$ cat src/rtl/rdx_pkg.sv
package rdx_pkg;

   // position of the sequential readout pointer; order is behaviour
   typedef enum logic [1:0] {
      SEQ_HI_POL = 2'd0,
      SEQ_LO     = 2'd1,
      SEQ_HI_OVR = 2'd2
   } seq_pos_e;

   localparam int unsigned SEQ_STEPS = 3;

endpackage

$ cat src/rtl/rdx_edge_det.sv
module rdx_edge_det #(
   parameter bit RISING = 1'b1
) (
   input  logic clk,
   input  logic rst_n,
   input  logic lvl,
   output logic pulse
);

   logic lvl_q;

   always_ff @(posedge clk) begin
      if (!rst_n) lvl_q <= 1'b0;
      else        lvl_q <= lvl;
   end

   generate
      if (RISING) begin : g_rise
         assign pulse = lvl & ~lvl_q;
      end else begin : g_fall
         assign pulse = ~lvl & lvl_q;
      end
   endgenerate

endmodule

$ cat src/rtl/rdx_result_hold.sv
module rdx_result_hold #(
   parameter int unsigned MAG_W     = 15,
   parameter int unsigned WINDOW    = 443,
   parameter bit          EXPIRE_EN = 1'b1
) (
   input  logic             clk,
   input  logic             rst_n,
   input  logic             load,
   input  logic             clear,
   input  logic             cont_mode,
   input  logic [MAG_W-1:0] mag_i,
   input  logic             pos_i,
   input  logic             ovr_i,
   output logic [MAG_W-1:0] mag_o,
   output logic             pos_o,
   output logic             ovr_o,
   output logic             valid_o,
   output logic             expire_o
);

   localparam int unsigned AGE_W = (WINDOW < 2) ? 1 : $clog2(WINDOW);

   generate
      if (WINDOW < 1) begin : g_bad_window
         $error("rdx_result_hold: WINDOW must be at least 1");
      end
      if (MAG_W < 2) begin : g_bad_mag
         $error("rdx_result_hold: MAG_W must be at least 2");
      end
   endgenerate

   // expiry timer, present only when the option is on
   generate
      if (EXPIRE_EN) begin : g_expiry
         logic [AGE_W-1:0] age_q;
         logic             at_limit;

         assign at_limit = (age_q == AGE_W'(WINDOW - 1));
         assign expire_o = cont_mode & valid_o & at_limit & ~load & ~clear;

         always_ff @(posedge clk) begin
            if (!rst_n)                         age_q <= '0;
            else if (load || clear || expire_o) age_q <= '0;
            else if (cont_mode && valid_o)      age_q <= age_q + 1'b1;
         end

         p_age_bound_r8: assert property (@(posedge clk) disable iff (!rst_n)
            age_q <= AGE_W'(WINDOW - 1))
            else $error("age counter passed its window");
      end else begin : g_no_expiry
         assign expire_o = 1'b0;
      end
   endgenerate

   always_ff @(posedge clk) begin
      if (!rst_n) begin
         mag_o   <= '0;
         pos_o   <= 1'b0;
         ovr_o   <= 1'b0;
         valid_o <= 1'b0;
      end else if (load) begin
         mag_o   <= mag_i;
         pos_o   <= pos_i;
         ovr_o   <= ovr_i;
         valid_o <= 1'b1;
      end else if (clear || expire_o) begin
         mag_o   <= '0;
         pos_o   <= 1'b0;
         ovr_o   <= 1'b0;
         valid_o <= 1'b0;
      end
   end

   p_capture_r2: assert property (@(posedge clk) disable iff (!rst_n)
      load |=> (valid_o && mag_o == $past(mag_i) && pos_o == $past(pos_i)))
      else $error("capture did not take the result");

   p_busy_clear_r10: assert property (@(posedge clk) disable iff (!rst_n)
      (clear && !load) |=> (!valid_o && mag_o == '0))
      else $error("busy rise left data behind");

endmodule

$ cat src/rtl/rdx_byte_seq.sv
module rdx_byte_seq
   import rdx_pkg::*;
(
   input  logic     clk,
   input  logic     rst_n,
   input  logic     restart,
   input  logic     advance,
   output seq_pos_e idx
);

   always_ff @(posedge clk) begin
      if (!rst_n)       idx <= SEQ_HI_POL;
      else if (restart) idx <= SEQ_HI_POL;
      else if (advance) begin
         case (idx)
            SEQ_HI_POL: idx <= SEQ_LO;
            SEQ_LO:     idx <= SEQ_HI_OVR;
            default:    idx <= SEQ_HI_OVR;
         endcase
      end
   end

   p_seq_legal_r6: assert property (@(posedge clk) disable iff (!rst_n)
      idx != seq_pos_e'(2'd3))
      else $error("pointer left its legal codes");

   p_seq_sticky_r6: assert property (@(posedge clk) disable iff (!rst_n)
      (idx == SEQ_HI_OVR && !restart) |=> idx == SEQ_HI_OVR)
      else $error("pointer moved past the last byte");

   p_seq_restart_r7: assert property (@(posedge clk) disable iff (!rst_n)
      restart |=> idx == SEQ_HI_POL)
      else $error("restart did not rewind the pointer");

endmodule

$ cat src/rtl/rdx_byte_mux.sv
module rdx_byte_mux
   import rdx_pkg::*;
#(
   parameter int unsigned BUS_W = 8,
   parameter int unsigned MAG_W = 15
) (
   input  logic             drive_en,
   input  logic             cont_mode,
   input  logic             byte_sel,
   input  logic             flag_sel,
   input  seq_pos_e         idx,
   input  logic [MAG_W-1:0] mag,
   input  logic             pos,
   input  logic             ovr,
   output logic [BUS_W-1:0] db
);

   logic             want_lo;
   logic             flag_bit;
   logic [BUS_W-1:0] hi_byte;
   logic [BUS_W-1:0] lo_byte;

   always_comb begin
      if (cont_mode) begin
         want_lo  = (idx == SEQ_LO);
         flag_bit = (idx == SEQ_HI_OVR) ? ovr : pos;
      end else begin
         want_lo  = byte_sel;
         flag_bit = flag_sel ? ovr : pos;
      end
   end

   // lanes: upper byte carries the flag on its top lane
   generate
      for (genvar b = 0; b < BUS_W; b++) begin : g_lane
         assign lo_byte[b] = mag[b];
         if (b == BUS_W - 1) begin : g_flag
            assign hi_byte[b] = flag_bit;
         end else begin : g_data
            assign hi_byte[b] = mag[BUS_W + b];
         end
         assign db[b] = drive_en & (want_lo ? lo_byte[b] : hi_byte[b]);
      end
   endgenerate

endmodule

$ cat src/rtl/rdx_readout_if.sv
module rdx_readout_if
   import rdx_pkg::*;
#(
   parameter int unsigned BUS_W     = 8,
   parameter int unsigned MAG_W     = 2 * BUS_W - 1,
   parameter int unsigned WINDOW    = 443,
   parameter bit          EXPIRE_EN = 1'b1
) (
   input  logic             clk,
   input  logic             rst_n,
   input  logic             cs,
   input  logic             ce_n,
   input  logic             rd_n,
   input  logic             wr_n,
   input  logic             cont_mode,
   input  logic             byte_sel,
   input  logic             flag_sel,
   input  logic             busy,
   input  logic [MAG_W-1:0] res_mag,
   input  logic             res_pos,
   input  logic             res_ovr,
   output logic [BUS_W-1:0] db_out,
   output logic             db_oe,
   output logic             start_conv
);

   generate
      if (BUS_W < 2) begin : g_bad_bus
         $error("rdx_readout_if: BUS_W must be at least 2");
      end
      if (MAG_W != 2 * BUS_W - 1) begin : g_bad_mag
         $error("rdx_readout_if: MAG_W must fill two bytes less one flag lane");
      end
   endgenerate

   logic             sel;
   logic             rd_act;
   logic             wr_act;
   logic             busy_fall;
   logic             busy_rise;
   logic             rd_end;
   logic             wr_begin;
   logic             expire;
   logic             held_valid;
   logic [MAG_W-1:0] held_mag;
   logic             held_pos;
   logic             held_ovr;
   seq_pos_e         idx;

   assign sel    = cs & ~ce_n;
   assign rd_act = sel & ~rd_n;
   assign wr_act = sel & ~wr_n & ~cont_mode;
   assign db_oe  = rd_act;

   rdx_edge_det #(.RISING(1'b0)) u_busy_fall (
      .clk(clk), .rst_n(rst_n), .lvl(busy), .pulse(busy_fall));

   rdx_edge_det #(.RISING(1'b1)) u_busy_rise (
      .clk(clk), .rst_n(rst_n), .lvl(busy), .pulse(busy_rise));

   rdx_edge_det #(.RISING(1'b0)) u_rd_end (
      .clk(clk), .rst_n(rst_n), .lvl(rd_act), .pulse(rd_end));

   rdx_edge_det #(.RISING(1'b1)) u_wr_begin (
      .clk(clk), .rst_n(rst_n), .lvl(wr_act), .pulse(wr_begin));

   rdx_result_hold #(
      .MAG_W(MAG_W), .WINDOW(WINDOW), .EXPIRE_EN(EXPIRE_EN)
   ) u_hold (
      .clk      (clk),
      .rst_n    (rst_n),
      .load     (busy_fall),
      .clear    (busy_rise),
      .cont_mode(cont_mode),
      .mag_i    (res_mag),
      .pos_i    (res_pos),
      .ovr_i    (res_ovr),
      .mag_o    (held_mag),
      .pos_o    (held_pos),
      .ovr_o    (held_ovr),
      .valid_o  (held_valid),
      .expire_o (expire)
   );

   rdx_byte_seq u_seq (
      .clk    (clk),
      .rst_n  (rst_n),
      .restart(busy_fall | busy_rise | expire),
      .advance(rd_end & cont_mode),
      .idx    (idx)
   );

   rdx_byte_mux #(.BUS_W(BUS_W), .MAG_W(MAG_W)) u_mux (
      .drive_en (rd_act),
      .cont_mode(cont_mode),
      .byte_sel (byte_sel),
      .flag_sel (flag_sel),
      .idx      (idx),
      .mag      (held_mag),
      .pos      (held_pos),
      .ovr      (held_ovr),
      .db       (db_out)
   );

   always_ff @(posedge clk) begin
      if (!rst_n) start_conv <= 1'b0;
      else        start_conv <= wr_begin;
   end

   p_start_single_r11: assert property (@(posedge clk) disable iff (!rst_n)
      start_conv |=> !start_conv)
      else $error("conversion request wider than one clock");

   p_start_cause_r11: assert property (@(posedge clk) disable iff (!rst_n)
      start_conv |-> $past(cs && !ce_n && !wr_n && !cont_mode))
      else $error("conversion request without a selected demand write");

   p_demand_keep_r9: assert property (@(posedge clk) disable iff (!rst_n)
      $fell(held_valid) |-> ($past(cont_mode) || $past(busy)))
      else $error("demand-mode data dropped without busy rising");

endmodule

$ cat config.mk
export PLATFORM = sky130hd
export DESIGN_NAME = rdx_readout_if
export DESIGN_NICKNAME = d
export VERILOG_FILES = /design/src/rtl/rdx_pkg.sv /design/src/rtl/rdx_edge_det.sv /design/src/rtl/rdx_result_hold.sv /design/src/rtl/rdx_byte_seq.sv /design/src/rtl/rdx_byte_mux.sv /design/src/rtl/rdx_readout_if.sv
export SDC_FILE = /design/constraint.sdc
export NUM_CORES = 1
export LEC_CHECK = 0
export BUFFER_PORTS_ARGS = -buffer_cell sky130_fd_sc_hd__buf_2
export CELL_PAD_IN_SITES_DETAIL_PLACEMENT = 1
export CELL_PAD_IN_SITES_GLOBAL_PLACEMENT = 1
export CORE_ASPECT_RATIO = 1.1
export CORE_MARGIN = 5
export CORE_UTILIZATION = 44
export CTS_CLUSTER_SIZE = 10
export DETAILED_ROUTE_END_ITERATION = 12
export GPL_TIMING_DRIVEN = 0
export PLACE_DENSITY_LB_ADDON = 0.1
export SLEW_MARGIN = 10
export SYNTH_ARGS = -nofsm -noshare
export SYNTH_HDL_FRONTEND = slang
export SYNTH_HIERARCHICAL = 1
export SYNTH_SLANG_ARGS = --single-unit
$ cat constraint.sdc
create_clock -name clk -period 4.15 [get_ports clk]
set_input_delay 0.83 -clock clk [delete_from_list [all_inputs] [get_ports clk]]
set_output_delay 0.83 -clock clk [all_outputs]
set_load 0.02 [all_outputs]
# Yosys cells after proc, flatten, opt, wreduce, memory -nomap -nowiden
# Cells that the tools add are included.
# classes
bitwise_logic,34
n_reduce_logical,8
mux,19
add_sub_neg,1
n_eq_ne,3
# ops
op,count
two-way mux 15 bit,2
bitwise AND 1 bit,21
two-way mux 1 bit,16
inverter 1 bit,11
"adder 9 x 1 -> 9 bit, second input constant",1
"== test 9 bit, second input constant",1
OR reduction 2 bit,2
logical OR 1 bit,3
"== test 2 x 1 -> 1 bit, second input constant",1
"== test 2 bit, second input constant",1
zero test 2 bit,1
two-way mux 2 bit,1
bitwise OR 1 bit,2
nonzero test 2 bit,1
logical AND 1 bit,1
# word_totals
word_cells,75
input_bits,27
reg_bits,33
out_inout_bits,10

# Logic depth before layout (Yosys ltp)
# Gate-level depths: netlist of the first run.
# depth
word_depth,8
ltp_mapped,8
ltp_nobuf,8

# Modules after synthesis
# Netlist of the first run, hierarchy kept.
# by_module_without_submodules
module,n_inst,cells_each,area_each_um2,seq_area_each_um2
rdx_result_hold,1,97,1052.3,540.5
rdx_byte_mux,1,35,302.8,0.0
rdx_edge_det at u_busy_rise ...,2,3,40.0,20.0
rdx_byte_seq,1,8,78.8,40.0
rdx_edge_det at u_busy_fall ...,2,3,36.3,20.0
rdx_readout_if,1,6,55.1,20.0

# Worst setup path before layout of the first run
# Ideal clock, no wire load.
# synth_timing
kind,input-to-output
from,input port rd_n
to,output port db_out[7]
t_arrival_ps,2543
stages,3
required_time_ps,3320
path_slack_ps,777
cell_sequence,nor3b_1 -> nand3_4 -> o41ai_2
# synth_via
elab_chain_cells,3
# synth_rtl
element,line,source
"start, declared",rdx_readout_if.sv:13,"input logic rd_n,"
inverter 1 bit,rdx_readout_if.sv:51,assign rd_act = sel & ~rd_n;
bitwise AND 1 bit,rdx_readout_if.sv:51,
bitwise AND 1 bit,rdx_byte_mux.sv:42,assign db[b] = drive_en & (want_lo ? lo_byte[b] : hi_byte[b]);
"end, declared",rdx_readout_if.sv:22,"output logic [BUS_W-1:0] db_out,"
# Every way passes these cells.

# Worst setup path after layout of the first run
# Same ends and word-level chain as after synthesis.

==> qor.yml, run 1 <==
outcome: "complete, no violations"
design.core.area_um2: 3630
synth-main-ff-cell: "dfxtp_1"
totalWireLength_mm: 4.00
clk_pin_slew_ns: 0.06
synthToLayoutAreaGrowth_pct: 20.7
rsz0062_at_grt: "false"
fp-row-count: 23
drv_cap: 0
netlist.area_leader.share_pct: 41.5
cp-start-kind: "input pin"
antenna_found_initial: 0
drc: 0
synth_most_common_cell: "dfxtp_1"
die_w_um: 68.2
critPathKind: "in2out"
postCtsSetupBuffers: 0
n_antenna_cell: 0
drtIter0Drc: 47
synthArstFlopShare_pct: 0
portBuffers: 36
fmax_ghz: 0.334
cts_buffer_depth: 2
yosys_warnings: 6
tns_ns: 0
synth.top_cells.by_area: "dfxtp_1, a22o_1, a21boi_2"
die_area_um2: 5050
skew_ns: 0.00556
power.leakage_nw: 0.829
avgViaCountPerCell: 5.30
worstMarginPinSlew_ns: 0.751
ys_seq_area_share_pct: 41.5
cp_max_fo: 12
syn_area_per_cell_um2: 10.4
ios: 37
syn_nets: 187
cp-end-kind: "output port"
die_h_um: 74.1
cts_sinks: 34
finalSetupViolCount: 0
maxSlewViolCount: 0
num_vias: 1336
post-dp-hpwl_mm: 3.10
grt_pass1_vias: 1405
yosys.area.top_type: "dfxtp_1"
synth_edf_count: 0
overflow: 0
hold_path.class: "reg2reg"
fin_crit_sh_pct: 72.2
layout_min_cycle_time_ns: 3.00
avgRoutedWirePerCell_um: 15.9
max_slew_margin_pct: 49.7
arrival_ns: 2.17
grt_pass1_wl_mm: 6.54
synth_area_um2: 1640
finalHoldViolCount: 0
initial_core_util_pct: 45.3
numCtsBuffers: 5
p_total_mw: 0.643
grt_max_degree: 13
synth_cell_types: 51
cts-root-buf: "clkbuf_8"
clkLatencyLatePin_ns: 0.28
layout-drive-gt1-share_pct: 36.6
power_density_nw_per_um2: 325
place_congestion: 0.860
yosys-top-cells-count: "dfxtp_1, a22o_1, nor2_1"
htreeDepth: 2
worstPathRequired_ns: 3.32
ys_ff_latch: 34
synth_cells: 158
cts_tree: "yes"
fin_nets: 230
dr.pass1.iters: 4
track_usage_pct: 17.5
cts_resized: 0
hold_buffers: 0
ant_nets: 0
peakVddDrop_v: 0.000210
-- per-layer routing --
| metal | GRT usage (%) | up-vias | share of wire (%) |
|---|---|---|---|
| li1 | - | 664 | - |
| met1 | 17.9 | 637 | 38 |
| met2 | 33.4 | 27 | 56 |
| met3 | 4.98 | 8 | 4.8 |
| met4 | 5.96 | 0 | 1.6 |
| met5 | 0 | - | 0 |
-- worst paths after layout --
| path | startpoint | endpoint | slack [ns] | cells after the start |
|---|---|---|---|---|
| setup / recovery | rd_n | db_out[7] | 1.15 | 5 |
| hold / removal | u_hold/valid_o | u_hold/valid_o | 0.48 | 1 |
| setup reg to reg | u_hold/g_expiry.age_q[0] | u_hold/mag_o[12] | 2.46 | 8 |
| hold reg to reg | u_hold/valid_o | u_hold/valid_o | 0.48 | 1 |
-- registers in the layout (all words and copies together), names as in the netlist --
name	count
u_hold/pos_o	1
u_busy_fall/lvl_q	1
start_conv	1
u_seq/idx	2
u_rd_end/lvl_q	1
u_hold/g_expiry.age_q	9
u_busy_rise/lvl_q	1
u_hold/ovr_o	1
u_wr_begin/lvl_q	1
u_hold/mag_o	15
u_hold/valid_o	1
-- placed cells by master (no fill, tap or decap), types with 4 or more instances in the layout --
cell,instances
dfxtp_1,34
nor2_1,10
and2_1,8
a22o_1,17
nand3_1,9
o21ai_2,5
buf_2,36
nand2_1,4
a21boi_2,6
clkbuf_8,6
-- critical path, stage by stage --
cell,delay [ns]
buf_2,0.10
nor3b_2,0.63
nand3_4,0.10
o41ai_2,0.27
buf_2,0.23
-- logic make-up (layout without fill, tap and decap cells) --
group,Yosys count,after routing,synth area share (%)
and+or+nand+nor,61,61,25.5
xor gates and xnor gates,5,5,2.67
AOI/OAI and AO/OA,46,46,24.3
buffers and inverters,10,54,4.57
DFF,34,34,41.5
adders and majority gates,2,2,1.52
-- final cells by class --
cell class                      count  area, µm²
Fill cell                         439       1650
Inverter                            2       7.51
Sequential cell                    34        681
Clock buffer                        7       86.3
Buffer                              8       67.6
Clock inverter                      1       5.00
Timing Repair Buffer               36        180
Multi-Input combinational cell    114        891
Tap cell                           50       62.6
-- stage by stage --
step	setup slack, ns	cell area (µm²)	utilization (%)	cells	hold WS (ns)
after floorplan	0.777	1640	-	158	0.433
after global placement	0.743	1880	52.0	244	0.461
after detailed placement	0.614	1880	52.0	244	0.469
after CTS	0.616	1980	54.5	252	0.489
after global routing	1.06	1980	54.6	252	0.510
final	1.15	1980	54.6	252	0.482
-- power breakdown --
group,internal [mW],leakage [nW],switching [mW]
clock network,0.134,0.0482,0.116
logic,0.0279,0.505,0.0280
registers,0.333,0.276,0.00434
total,0.495,0.829,0.149
Power figures use the tool's default switching activity.
==> run 2: changes to the inputs <==
--- a/config.mk
+++ b/config.mk
@@ -10,7 +10,7 @@
 export CELL_PAD_IN_SITES_GLOBAL_PLACEMENT = 1
 export CORE_ASPECT_RATIO = 1.1
 export CORE_MARGIN = 5
-export CORE_UTILIZATION = 44
+export CORE_UTILIZATION = 41
 export CTS_CLUSTER_SIZE = 10
 export DETAILED_ROUTE_END_ITERATION = 12
 export GPL_TIMING_DRIVEN = 0
==> constraint.sdc (replaced) <==
create_clock -name clk -period 2.9 [get_ports clk]
set_input_delay 0.58 -clock clk [delete_from_list [all_inputs] [get_ports clk]]
set_output_delay 0.58 -clock clk [all_outputs]
set_load 0.02 [all_outputs]
==> qor.yml, run 2 (synthesis results as in run 1) <==
totalWireLength_mm: 4.00
crit_top_cell: "buf_2"
fmax_ghz: 0.406
cp_slowest_cell: "nor3b_2"
arrival_ns: 1.89
tns_ns: 0
fin_ws_ns: 0.434
layout-drive-gt1-share_pct: 35.8
cts_tree: "yes"
cts_buffer_depth: 2
fin_crit_sh_pct: 85.0
cp-start-kind: "input pin"
worstPathCellList: "buf_2, nor3b_2, nand3_4, o41ai_2, buf_2"
grt_pass1_vias: 1434
place_congestion: 0.807
portBuffers: 36
n_antenna_cell: 0
layout_common_cells: "buf_2, dfxtp_1, a22o_1"
critPathKind: "in2out"
largest_reg_flops: 15
skew_ns: 0.00428
power_density_nw_per_um2: 450
maxSlewViolCount: 0
synthToLayoutAreaGrowth_pct: 19.9
top_regs: "u_hold/mag_o x15, u_hold/g_expiry.age_q x9, u_seq/idx x2"
die_w_um: 70.3
finalHoldViolCount: 0
slowest_delay_ns: 0.63
design.core.area_um2: 3930
htreeDepth: 2
worstPathRequired_ns: 2.32
grt_pass1_wl_mm: 6.68
ant_nets: 0
power.leakage_nw: 0.819
die_area_um2: 5370
die_h_um: 76.4
num_vias: 1344
drtIter0Drc: 69
peakVddDrop_v: 0.000251
finalSetupViolCount: 0
path_buf_inv: 2
clkLatencyLatePin_ns: 0.28
cts_resized: 0
clockPowerShare_pct: 36.4
regArea_um2: 681
overflow: 0
outcome: "complete, no violations"
share_seq_of_total_power_pct: 54.5
antenna_found_initial: 0
post-dp-hpwl_mm: 3.12
top_register: "u_hold/mag_o"
numCtsBuffers: 5
fp-row-count: 24
clk_pin_slew_ns: 0.06
p_sw_share_pct: 23.1
avgViaCountPerCell: 5.31
final_common_cell: "buf_2"
track_usage_pct: 15.8
cp_max_fo: 12
fillers: 460
layout_min_cycle_time_ns: 2.47
avgRoutedWirePerCell_um: 15.8
dr.pass1.iters: 4
final_cells: 253
dp_cells: 246
cts_sinks: 34
worstMarginPinSlew_ns: 0.748
cp-end-kind: "output port"
grt_max_degree: 13
postCtsSetupBuffers: 0
cts-root-buf: "clkbuf_8"
cp_top_family: "simple AND/OR/NAND/NOR gates"
initial_core_util_pct: 41.7
fin_nets: 230
drc: 0
hold_path.class: "reg2reg"
p_comb_share_pct: 9.0
switchingPower_mw: 0.204
dp_slack_ns: 0.413
multi_input_comb_area_um2: 891
drv_cap: 0
hold_buffers: 0
internal_power_mw: 0.682
max_slew_margin_pct: 49.9
ios: 37
rsz0062_at_grt: "false"
==> run 2: cell types whose count changed in the layout (fill, tap and decap cells not counted), sizes merged <==
cell / change
clkinv: -1
==> run 2: worst paths after layout <==
path	from	to	slack, ns	cells after the start
setup / recovery	rd_n	db_out[7]	0.43	5
hold / removal	u_hold/valid_o	u_hold/valid_o	0.49	1
setup reg to reg	u_hold/g_expiry.age_q[0]	u_hold/pos_o	1.21	8
hold reg to reg	u_hold/valid_o	u_hold/valid_o	0.49	1
==> run 2: layout make-up <==
type	instances	share of cell area, %
tap	52	3.31
timing repair buffer	36	9.15
inverter	2	0.381
clock buffer	7	3.88
sequential	34	34.6
multi-input combinational	114	45.3
buffer	8	3.43
==> run 2: power by group through the flow <==
stage	combinational, mW	sequential, mW	clock, mW
CTS	0.0813	0.483	0.337
finish	0.0800	0.483	0.323
global route	0.0882	0.484	0.359
floorplan	0.0481	0.492	0
global placement	0.0772	0.493	0
detailed placement	0.0806	0.494	0
==> run 2: worst register-to-register path: stages, from the launching register on <==
cell and delay [ns]:
dfxtp_1 0.35, inv_1 0.08, ha_1 0.14, and4bb_4 0.28
nand3b_4 0.10, and2_4 0.14, buf_6 0.14, buf_8 0.14
a22o_1 0.22
==> run 2: stage by stage <==
step / hold slack, ns / util [%] / power [mW] / cell area (µm²)
after floorplan: 0.433 / - / 0.540 / 1640
after global placement: 0.461 / 48.0 / 0.570 / 1890
after detailed placement: 0.462 / 48.1 / 0.574 / 1890
after CTS: 0.488 / 50.0 / 0.901 / 1970
after global routing: 0.492 / 50.0 / 0.931 / 1970
final: 0.485 / 50.0 / 0.886 / 1970
==> run 2: metal layers <==
| layer | routed length (µm) | track usage, % |
|---|---|---|
| met5 | 0 | 0 |
| met4 | 66 | 7.09 |
| met3 | 183 | 5.01 |
| met2 | 2190 | 29.6 |
| met1 | 1560 | 15.4 |
==> run 3: changes to the inputs <==
--- a/config.mk
+++ b/config.mk
@@ -5,14 +5,14 @@
 export SDC_FILE = /design/constraint.sdc
 export NUM_CORES = 1
 export LEC_CHECK = 0
-export BUFFER_PORTS_ARGS = -buffer_cell sky130_fd_sc_hd__buf_2
 export CELL_PAD_IN_SITES_DETAIL_PLACEMENT = 1
 export CELL_PAD_IN_SITES_GLOBAL_PLACEMENT = 1
 export CORE_ASPECT_RATIO = 1.1
 export CORE_MARGIN = 5
-export CORE_UTILIZATION = 41
+export CORE_UTILIZATION = 47
 export CTS_CLUSTER_SIZE = 10
 export DETAILED_ROUTE_END_ITERATION = 12
+export DONT_BUFFER_PORTS = 1
 export GPL_TIMING_DRIVEN = 0
 export PLACE_DENSITY_LB_ADDON = 0.1
 export SLEW_MARGIN = 10
==> qor.yml, run 3 (synthesis results as in run 1) <==
outcome: "complete, no violations"
fillers: 392
cp-end-kind: "output port"
fin_crit_sh_pct: 84.3
layout_min_cycle_time_ns: 2.44
track_usage_pct: 17.4
drc: 0
tns_ns: 0
fin_ws_ns: 0.455
die_w_um: 66.4
layout_common_cells: "dfxtp_1, a22o_1, nor2_1"
die_area_um2: 4780
numCtsBuffers: 5
cts_tree: "yes"
path_buf_inv: 1
clkLatencyLatePin_ns: 0.33
drtIter0Drc: 58
power_density_nw_per_um2: 488
grt_max_degree: 12
cp_slowest_cell: "o41ai_2"
dp_slack_ns: 0.416
critPathKind: "in2out"
avgViaCountPerCell: 5.62
overflow: 0
antenna_found_initial: 0
hold_path.class: "in2reg"
portBuffers: 0
skew_ns: 0.0123
slowest_delay_ns: 0.51
grt_pass1_vias: 1333
cts_sinks: 34
clk_pin_slew_ns: 0.10
final_cells: 215
top_regs: "u_hold/mag_o x15, u_hold/g_expiry.age_q x9, u_seq/idx x2"
final_common_cell: "dfxtp_1"
place_area_um2: 1720
totalWireLength_mm: 3.81
cp-start-kind: "input pin"
p_total_mw: 0.875
fp-row-count: 22
largest_reg_flops: 15
hold_buffers: 0
cts_buffer_depth: 2
worstPathRequired_ns: 2.32
whs_ns: 0.365
post-dp-hpwl_mm: 2.96
dp_cells: 207
max_slew_margin_pct: 58.7
place_congestion: 0.871
postCtsSetupBuffers: 0
maxSlewViolCount: 0
ant_nets: 0
initial_core_util_pct: 48.9
n_antenna_cell: 0
ios: 37
cp_max_fo: 10
rsz0062_at_grt: "false"
cts_resized: 0
die_h_um: 72.0
power.leakage_nw: 0.669
final_core_util_pct: 53.4
worstPathCellList: "nor3b_2, buf_6, nand3_4, o41ai_2"
design.core.area_um2: 3360
dr.pass1.iters: 4
avgRoutedWirePerCell_um: 17.7
drv_cap: 0
fin_nets: 195
worstMarginPinSlew_ns: 0.612
final_area_um2: 1790
top_register: "u_hold/mag_o"
cp_top_family: "simple AND/OR/NAND/NOR gates"
arrival_ns: 1.86
peakVddDrop_v: 0.000320
finalSetupViolCount: 0
finalHoldViolCount: 0
synthToLayoutAreaGrowth_pct: 9.22
num_vias: 1208
htreeDepth: 2
layout-drive-gt1-share_pct: 22.8
fmax_ghz: 0.409
grt_pass1_wl_mm: 6.36
cts-root-buf: "clkbuf_4"
run 3: cell count changes in the layout (fill, tap and decap cells not counted), sizes merged:
| cell | previous run | this run |
|---|---|---|
| buf | 42 | 7 |
| bufinv | 0 | 1 |
run 3: layout make-up:
class | instances | area, µm² | area share, %
multi-input cells | 114 | 891 | 49.7
clock buffers | 7 | 45.0 | 2.51
repair buffers | 1 | 11.3 | 0.628
clock inverters | 1 | 30.0 | 1.67
inverters | 2 | 7.51 | 0.419
well taps | 48 | 60.1 | 3.35
plain buffers | 8 | 67.6 | 3.77
flip-flops and latches | 34 | 681 | 38.0
run 3: final timing paths:
check	startpoint	endpoint	slack, ns	cells past startpoint
worst max-delay path	rd_n	db_out[7]	0.46	4
worst min-delay path	res_ovr	u_hold/ovr_o	0.36	1
worst max register to register	u_hold/g_expiry.age_q[0]	u_hold/mag_o[13]	1.23	8
worst min register to register	u_hold/mag_o[3]	u_hold/mag_o[3]	0.50	1
run 3: report_power, final:
part           internal [mW]  leakage (nW)  switching, mW
clock network          0.183        0.0395          0.151
registers              0.476         0.276        0.00665
logic                 0.0279         0.354         0.0309
total                  0.687         0.669          0.188
run 3: per-layer routing:
layer  vias to the layer above  GRT usage, %  part of all wire (%)
met5                         -             0                     0
met4                         0          5.42                   1.3
met3                         5          6.19                   4.9
met2                        28          30.9                    53
met1                       582          19.1                    41
li1                        593             -                     -
